### src/rtl/tsl_pkg.sv
`timescale 1ns/1ps
package tsl_pkg;
  localparam int TSL_WORD_W = 32;

  // Capture decision: an enabled strobe is taken only when unlocked and not
  // colliding with a high-word read (the read has priority).
  function automatic logic take_now(input logic en, input logic sof,
                                    input logic locked, input logic hi_read);
    return en & sof & ~locked & ~hi_read;
  endfunction

  // Next state of the lock flag.
  function automatic logic lock_next(input logic locked, input logic take,
                                     input logic hi_read);
    if (hi_read) return 1'b0;
    if (take) return 1'b1;
    return locked;
  endfunction
endpackage

### src/rtl/tsl_lock_ctrl.sv
`timescale 1ns/1ps
module tsl_lock_ctrl (
  input  logic clk,
  input  logic rst_n,
  input  logic cap_en,
  input  logic sof_strobe,
  input  logic rd_hi,
  output logic take,
  output logic locked_q,
  output logic ready_q
);
  import tsl_pkg::*;

  always_comb take = take_now(cap_en, sof_strobe, locked_q, rd_hi);

  always_ff @(posedge clk) begin
    if (!rst_n) begin
      locked_q <= 1'b0;
      ready_q  <= 1'b0;
    end else begin
      locked_q <= lock_next(locked_q, take, rd_hi);
      ready_q  <= take;
    end
  end

  AST_HI_READ_RELEASES: assert property (@(posedge clk) disable iff (!rst_n)
    rd_hi |=> !locked_q);
  AST_DISABLED_NO_LOCK: assert property (@(posedge clk) disable iff (!rst_n)
    (!locked_q && !cap_en) |=> !locked_q);
  AST_LOCK_STICKS: assert property (@(posedge clk) disable iff (!rst_n)
    (locked_q && !rd_hi) |=> locked_q);
  AST_PULSE_ON_RISE: assert property (@(posedge clk) disable iff (!rst_n)
    $rose(locked_q) |-> ready_q);
  AST_PULSE_ONLY_RISE: assert property (@(posedge clk) disable iff (!rst_n)
    ready_q |=> !ready_q);
endmodule

### src/rtl/tsl_hold_regs.sv
`timescale 1ns/1ps
module tsl_hold_regs #(
  parameter int WORD_W = 32,
  localparam int TIME_W = 2 * WORD_W
) (
  input  logic              clk,
  input  logic              rst_n,
  input  logic              take,
  input  logic [TIME_W-1:0] time_now,
  output logic [WORD_W-1:0] lo_q,
  output logic [WORD_W-1:0] hi_q
);
  always_ff @(posedge clk) begin
    if (!rst_n) begin
      lo_q <= '0;
      hi_q <= '0;
    end else if (take) begin
      lo_q <= time_now[WORD_W-1:0];
      hi_q <= time_now[TIME_W-1:WORD_W];
    end
  end
endmodule

### src/rtl/tsl_prefix_fmt.sv
`timescale 1ns/1ps
module tsl_prefix_fmt #(
  parameter int WORD_W = 32,
  localparam int BPW   = WORD_W / 8,
  localparam int NBYTE = 4 * BPW
) (
  input  logic [WORD_W-1:0]  lo,
  input  logic [WORD_W-1:0]  hi,
  output logic [8*NBYTE-1:0] prefix
);
  // Two reserved words, then the stamp low word and high word, each little-endian.
  for (genvar b = 0; b < NBYTE; b++) begin : g_byte
    if (b < 2 * BPW) begin : g_rsvd
      assign prefix[8*b +: 8] = 8'h00;
    end else if (b < 3 * BPW) begin : g_low
      assign prefix[8*b +: 8] = lo[8*(b - 2*BPW) +: 8];
    end else begin : g_high
      assign prefix[8*b +: 8] = hi[8*(b - 3*BPW) +: 8];
    end
  end
endmodule

### src/rtl/tstamp_lock_capture.sv
`timescale 1ns/1ps
module tstamp_lock_capture #(
  parameter int WORD_W = tsl_pkg::TSL_WORD_W,
  localparam int TIME_W = 2 * WORD_W,
  localparam int PFX_W  = 4 * WORD_W
) (
  input  logic              clk,
  input  logic              rst_n,
  input  logic              cap_en,
  input  logic              sof_strobe,
  input  logic [TIME_W-1:0] time_now,
  input  logic              rd_lo,
  input  logic              rd_hi,
  output logic [WORD_W-1:0] rd_data,
  output logic              stamp_pending,
  output logic              ready_pulse,
  output logic [PFX_W-1:0]  pkt_prefix
);
  logic              take;
  logic              locked_q;
  logic              ready_q;
  logic [WORD_W-1:0] hold_lo;
  logic [WORD_W-1:0] hold_hi;

  tsl_lock_ctrl u_ctrl (
    .clk        (clk),
    .rst_n      (rst_n),
    .cap_en     (cap_en),
    .sof_strobe (sof_strobe),
    .rd_hi      (rd_hi),
    .take       (take),
    .locked_q   (locked_q),
    .ready_q    (ready_q)
  );

  tsl_hold_regs #(.WORD_W(WORD_W)) u_hold (
    .clk      (clk),
    .rst_n    (rst_n),
    .take     (take),
    .time_now (time_now),
    .lo_q     (hold_lo),
    .hi_q     (hold_hi)
  );

  tsl_prefix_fmt #(.WORD_W(WORD_W)) u_pfx (
    .lo     (hold_lo),
    .hi     (hold_hi),
    .prefix (pkt_prefix)
  );

  always_comb begin
    rd_data = ({WORD_W{rd_lo}} & hold_lo) | ({WORD_W{rd_hi}} & hold_hi);
  end

  assign stamp_pending = locked_q;
  assign ready_pulse   = ready_q;

  AST_CAPTURE_VALUE: assert property (@(posedge clk) disable iff (!rst_n)
    (sof_strobe && cap_en && !stamp_pending && !rd_hi)
      |=> ({hold_hi, hold_lo} == $past(time_now)));
  AST_LOCKED_HOLD_STABLE: assert property (@(posedge clk) disable iff (!rst_n)
    stamp_pending |=> ($stable(hold_lo) && $stable(hold_hi)));
  AST_COLLIDE_READ_WINS: assert property (@(posedge clk) disable iff (!rst_n)
    (rd_hi && sof_strobe) |=> (!stamp_pending && $stable(hold_hi)));
  AST_LO_READ_KEEPS: assert property (@(posedge clk) disable iff (!rst_n)
    (rd_lo && !rd_hi && stamp_pending) |=> stamp_pending);
endmodule

### config.mk
export PLATFORM = sky130hd
export DESIGN_NAME = tstamp_lock_capture
export DESIGN_NICKNAME = d
export VERILOG_FILES = /design/src/rtl/tsl_pkg.sv /design/src/rtl/tsl_lock_ctrl.sv /design/src/rtl/tsl_hold_regs.sv /design/src/rtl/tsl_prefix_fmt.sv /design/src/rtl/tstamp_lock_capture.sv
export SDC_FILE = /design/constraint.sdc
export NUM_CORES = 1
export LEC_CHECK = 0
export ABC_AREA = 1
export BUFFER_PORTS_ARGS = -buffer_cell sky130_fd_sc_hd__buf_2
export CAP_MARGIN = 40
export CORE_AREA = 5 5 99 101
export CTS_CLUSTER_SIZE = 8
export DETAILED_ROUTE_END_ITERATION = 10
export DIE_AREA = 0 0 104 106
export PLACE_DENSITY_LB_ADDON = 0.15
export SLEW_MARGIN = 20
export SYNTH_ARGS = -nofsm -noshare
export SYNTH_HDL_FRONTEND = slang
export SYNTH_SLANG_ARGS = --single-unit
### constraint.sdc
create_clock -name clk -period 1.5 [get_ports clk]
set_input_delay 0.15 -clock clk [delete_from_list [all_inputs] [get_ports clk]]
set_output_delay 0.15 -clock clk [all_outputs]
set_load 0.02 [all_outputs]
-- Yosys cells after proc, flatten, opt, wreduce, memory -nomap -nowiden
Index checks and enable logic that the tools add are counted.
- reductions and logical operators: 1
- mux-type cells: 9
- bitwise gates (word level): 8
- operator list (cell ; count):
    $and A32 B32 Y32 ; 2
    $or A32 B32 Y32 ; 1
    $mux W1 ; 9
    $and A1 B1 Y1 ; 3
    $not A1 Y1 ; 2
    $reduce_bool A2 Y1 ; 1
- input port bits: 70
- word-level logic and storage cells: 22
- output and inout bits: 162
- bits in registers: 66

-- Logic depth before layout (Yosys ltp)
- word-level depth: 8
- mapped depth: 7
- mapped depth without buffers: 5

-- Modules after synthesis
Synthesis repeated with hierarchy kept, for this count alone.
- cell total of the unflattened synthesis: 649
- area total of the unflattened synthesis: 4147.7 um^2
- by module, submodules not included (module ; cells each ; seq. area each (um^2) ; instances ; area each (um^2)):
    tsl_hold_regs ; 405 ; 1281.2 ; 1 ; 2670.1
    tsl_prefix_fmt ; 129 ; 0.0 ; 1 ; 964.7
    tstamp_lock_capture ; 102 ; 0.0 ; 1 ; 427.9
    tsl_lock_ctrl ; 13 ; 40.0 ; 1 ; 85.1

-- Worst setup path before layout
Ideal clock, no wire load.
- path type: register -> register
- start: register u_ctrl.locked_q
- end: register u_hold.lo_q[10]
- path slack: 356 ps
- setup time: 115 ps
- arrival time: 1029 ps
- stages on the path, launching flop included: 6
- path through: dfxtp_1 > nor2_4 > buf_6 > buf_4 > a21oi_1 > nor2_1
- word-level cells in the longest chain between the ends: 3
- RTL lines (item ; RTL line ; RTL):
    start, declared ; tsl_lock_ctrl.sv:9 ; output logic locked_q,
    start signal, assigned ; tsl_lock_ctrl.sv:21 ; locked_q <= lock_next(locked_q, take, rd_hi);
    $not A1 Y1 ; tsl_pkg.sv:9 ; return en & sof & ~locked & ~hi_read;
    $and A1 B1 Y1 (2 in series) ; tsl_pkg.sv:9 ;
    end signal, assigned ; tsl_hold_regs.sv:18 ; lo_q <= time_now[WORD_W-1:0];
    end, declared ; tsl_hold_regs.sv:10 ; output logic [WORD_W-1:0] lo_q,
Every way passes these cells.
A chain may end at the register's enable or synchronous reset.

-- Worst setup path after layout
Same ends and word-level chain as after synthesis.

==> flow_summary.toml <==
[synth]
seq_area_frac_synth = 0.350
synth_seq_cells = 66
syn_avg_cell_area_sq_um = 7.09
synthTopCellsByArea = "dfxtp_1, buf_4, a21oi_1, nand3_1, a22o_1"
ys_warn_count = 0
syn_inst = 532
synth_top_area_cell = "dfxtp_1"
synth_top_area_share = 0.350
synth_area_sq_mm = 0.00377
ys_types = 16

[timing]
skew_ns = 0.00852
holdWs_ns = 0.0880
rsz0062_at_grt = "false"
finalCriticalPeriod_ns = 1.20
fin_ws_ns = 0.298
fin_crit_sh = 0.801
setup_viol_count_final = 0
setup-tns-final_ns = 0
fmax_mhz = 832
slew_viol_final = 0
hold_viol_final = 0

[clocking]
postCtsHoldBufs = 0
clock_path_buffers = 2
clk_latency_ns = 0.33
cts_setup_buffers = 0
cts.sinks = 66
clockRootBuffer = "clkbuf_8"
cts_max_level = 3
cts_resized = 0
cts_made_buffers = 9
clkSlewWorstSetupHoldPaths_ns = 0.07
tritoncts = "built"

[finish]
layout_common_cells = "buf_2, dfxtp_1, nand2_1, inv_1, nor2_1"
area_delta_synth_final_pct = 22.0
diodes = 0
mostFrequentLayoutCell = "buf_2"
final_nets = 746
drive_above_1_share = 0.283

[setup_path]
end_kind = "flip-flop"
crit_fanout = 72
critPathRequiredTime_ns = 1.72
startpoint_type = "flip-flop"
arrival_ns = 1.42
timing_worst_setup_path_type = "flip-flop to flip-flop"

[grt]
antenna_found_initial = 0
grt_max_degree = 73
grt_usage = 0.165
first_global_vias = 3214
grt_remaining_overflow = 0
grt_pass1_wl_mm = 15.4

[run_status]
run_status = "finished clean"

[floorplanning]
core_area_sq_mm = 0.00893
dieArea_sq_mm = 0.0110
die_x_microns = 104
start_util = 0.422
row_count = 35
die_h_microns = 106
pin_count = 232

[detailed_routing]
drtIter0Drc = 108
drt-pass1-iter-count = 4
antenna_left = 0
vias = 3605
wl_per_cell_microns = 12.3
wirelength_mm = 9.76
drc = 0
vias_per_cell = 4.55

[pwr]
power_density_mw_per_mm2 = 1040
peakVddDrop_mv = 0.406
leakagePower_uw = 0.00264

[placement]
post-place-ws_ns = 0.326
hpwl_mm = 6.95
io_buffers = 167
gp_congestion = 0.796

[worst_hold_path]
hold_class = "primary input to flip-flop"

[run]
maxCapViolCount = 0
==> through the flow <==
stage / utilization / area, sq um / std cells / power [uW]
3_5_place_dp: 0.487 / 4350 / 776 / 2970
3_3_place_gp: 0.487 / 4350 / 776 / 2960
6_report: 0.515 / 4600 / 792 / 4800
2_1_floorplan: - / 4010 / 595 / 2820
4_1_cts: 0.515 / 4600 / 792 / 4850
5_1_grt: 0.515 / 4600 / 792 / 5040
==> sequential cells by signal, summed over array words and instances, names as in the netlist <==
signal,flops
u_hold.hi_q,32
u_ctrl.ready_q,1
u_ctrl.locked_q,1
u_hold.lo_q,32
==> report_power, final <==
| group | internal [uW] | switching (uW) | leakage (uW) |
|---|---|---|---|
| combinational | 331 | 684 | 0.00198 |
| sequential | 1840 | 71.0 | 0.000540 |
| clock | 1200 | 670 | 0.000123 |
| total | 3370 | 1420 | 0.00264 |
==> worst max-delay path, stage by stage, from the launching register on <==
cell     delay, ns
dfxtp_1       0.35
nor2_4        0.18
buf_12        0.29
nand3_1       0.13
nand2_1       0.07
nor2_1        0.04
==> worst paths after layout <==
| check | startpoint | endpoint | slack, ns | cells after the start |
|---|---|---|---|---|
| setup / recovery | u_ctrl.locked_q | u_hold.lo_q[10] | 0.30 | 5 |
| hold / removal | rst_n | u_hold.lo_q[31] | 0.09 | 3 |
| setup reg to reg | u_ctrl.locked_q | u_hold.lo_q[10] | 0.30 | 5 |
| hold reg to reg | u_hold.hi_q[6] | u_hold.hi_q[6] | 0.51 | 2 |
==> layer usage <==
metal  routed length (microns)  up-vias  track usage
li1                          -     1854            -
met2                      4580      139        0.265
met1                      4250     1601        0.210
met5                         0        -            0
met4                       127        0       0.0555
met3                       800       11       0.0492
==> synth_stat cells <==
cell type  count
buf_4         66
dfxtp_1       66
inv_1         66
nand2_1       65
nor2_1        65
a21oi_1       64
nand3_1       64
a22o_1        32
buf_2         19
buf_6         13
clkbuf_1       7
buf_1          1
conb_1         1
nor2_4         1
nor4_1         1
o21ai_0        1
==> cells by family (layout without fill, tap and decap cells) <==
kind of cell           count (synthesis)  after routing  synth area share
flip-flops                            66             66             0.350
AO/OA/AOI/OAI                         97             97             0.161
other                                  1             64          0.000994
buffers and inverters                172            258             0.269
AND/OR/NAND/NOR                      196            196             0.219
==> area by class of cell <==
| cell class | count | area (sq um) |
|---|---|---|
| Sequential cell | 66 | 1320 |
| Multi-Input combinational cell | 357 | 1670 |
| Clock buffer | 12 | 155 |
| Fill cell | 934 | 4330 |
| Timing Repair Buffer | 176 | 966 |
| Clock inverter | 4 | 97.6 |
| Tap cell | 111 | 139 |
| Inverter | 66 | 249 |
Power figures use the tool's default switching activity.
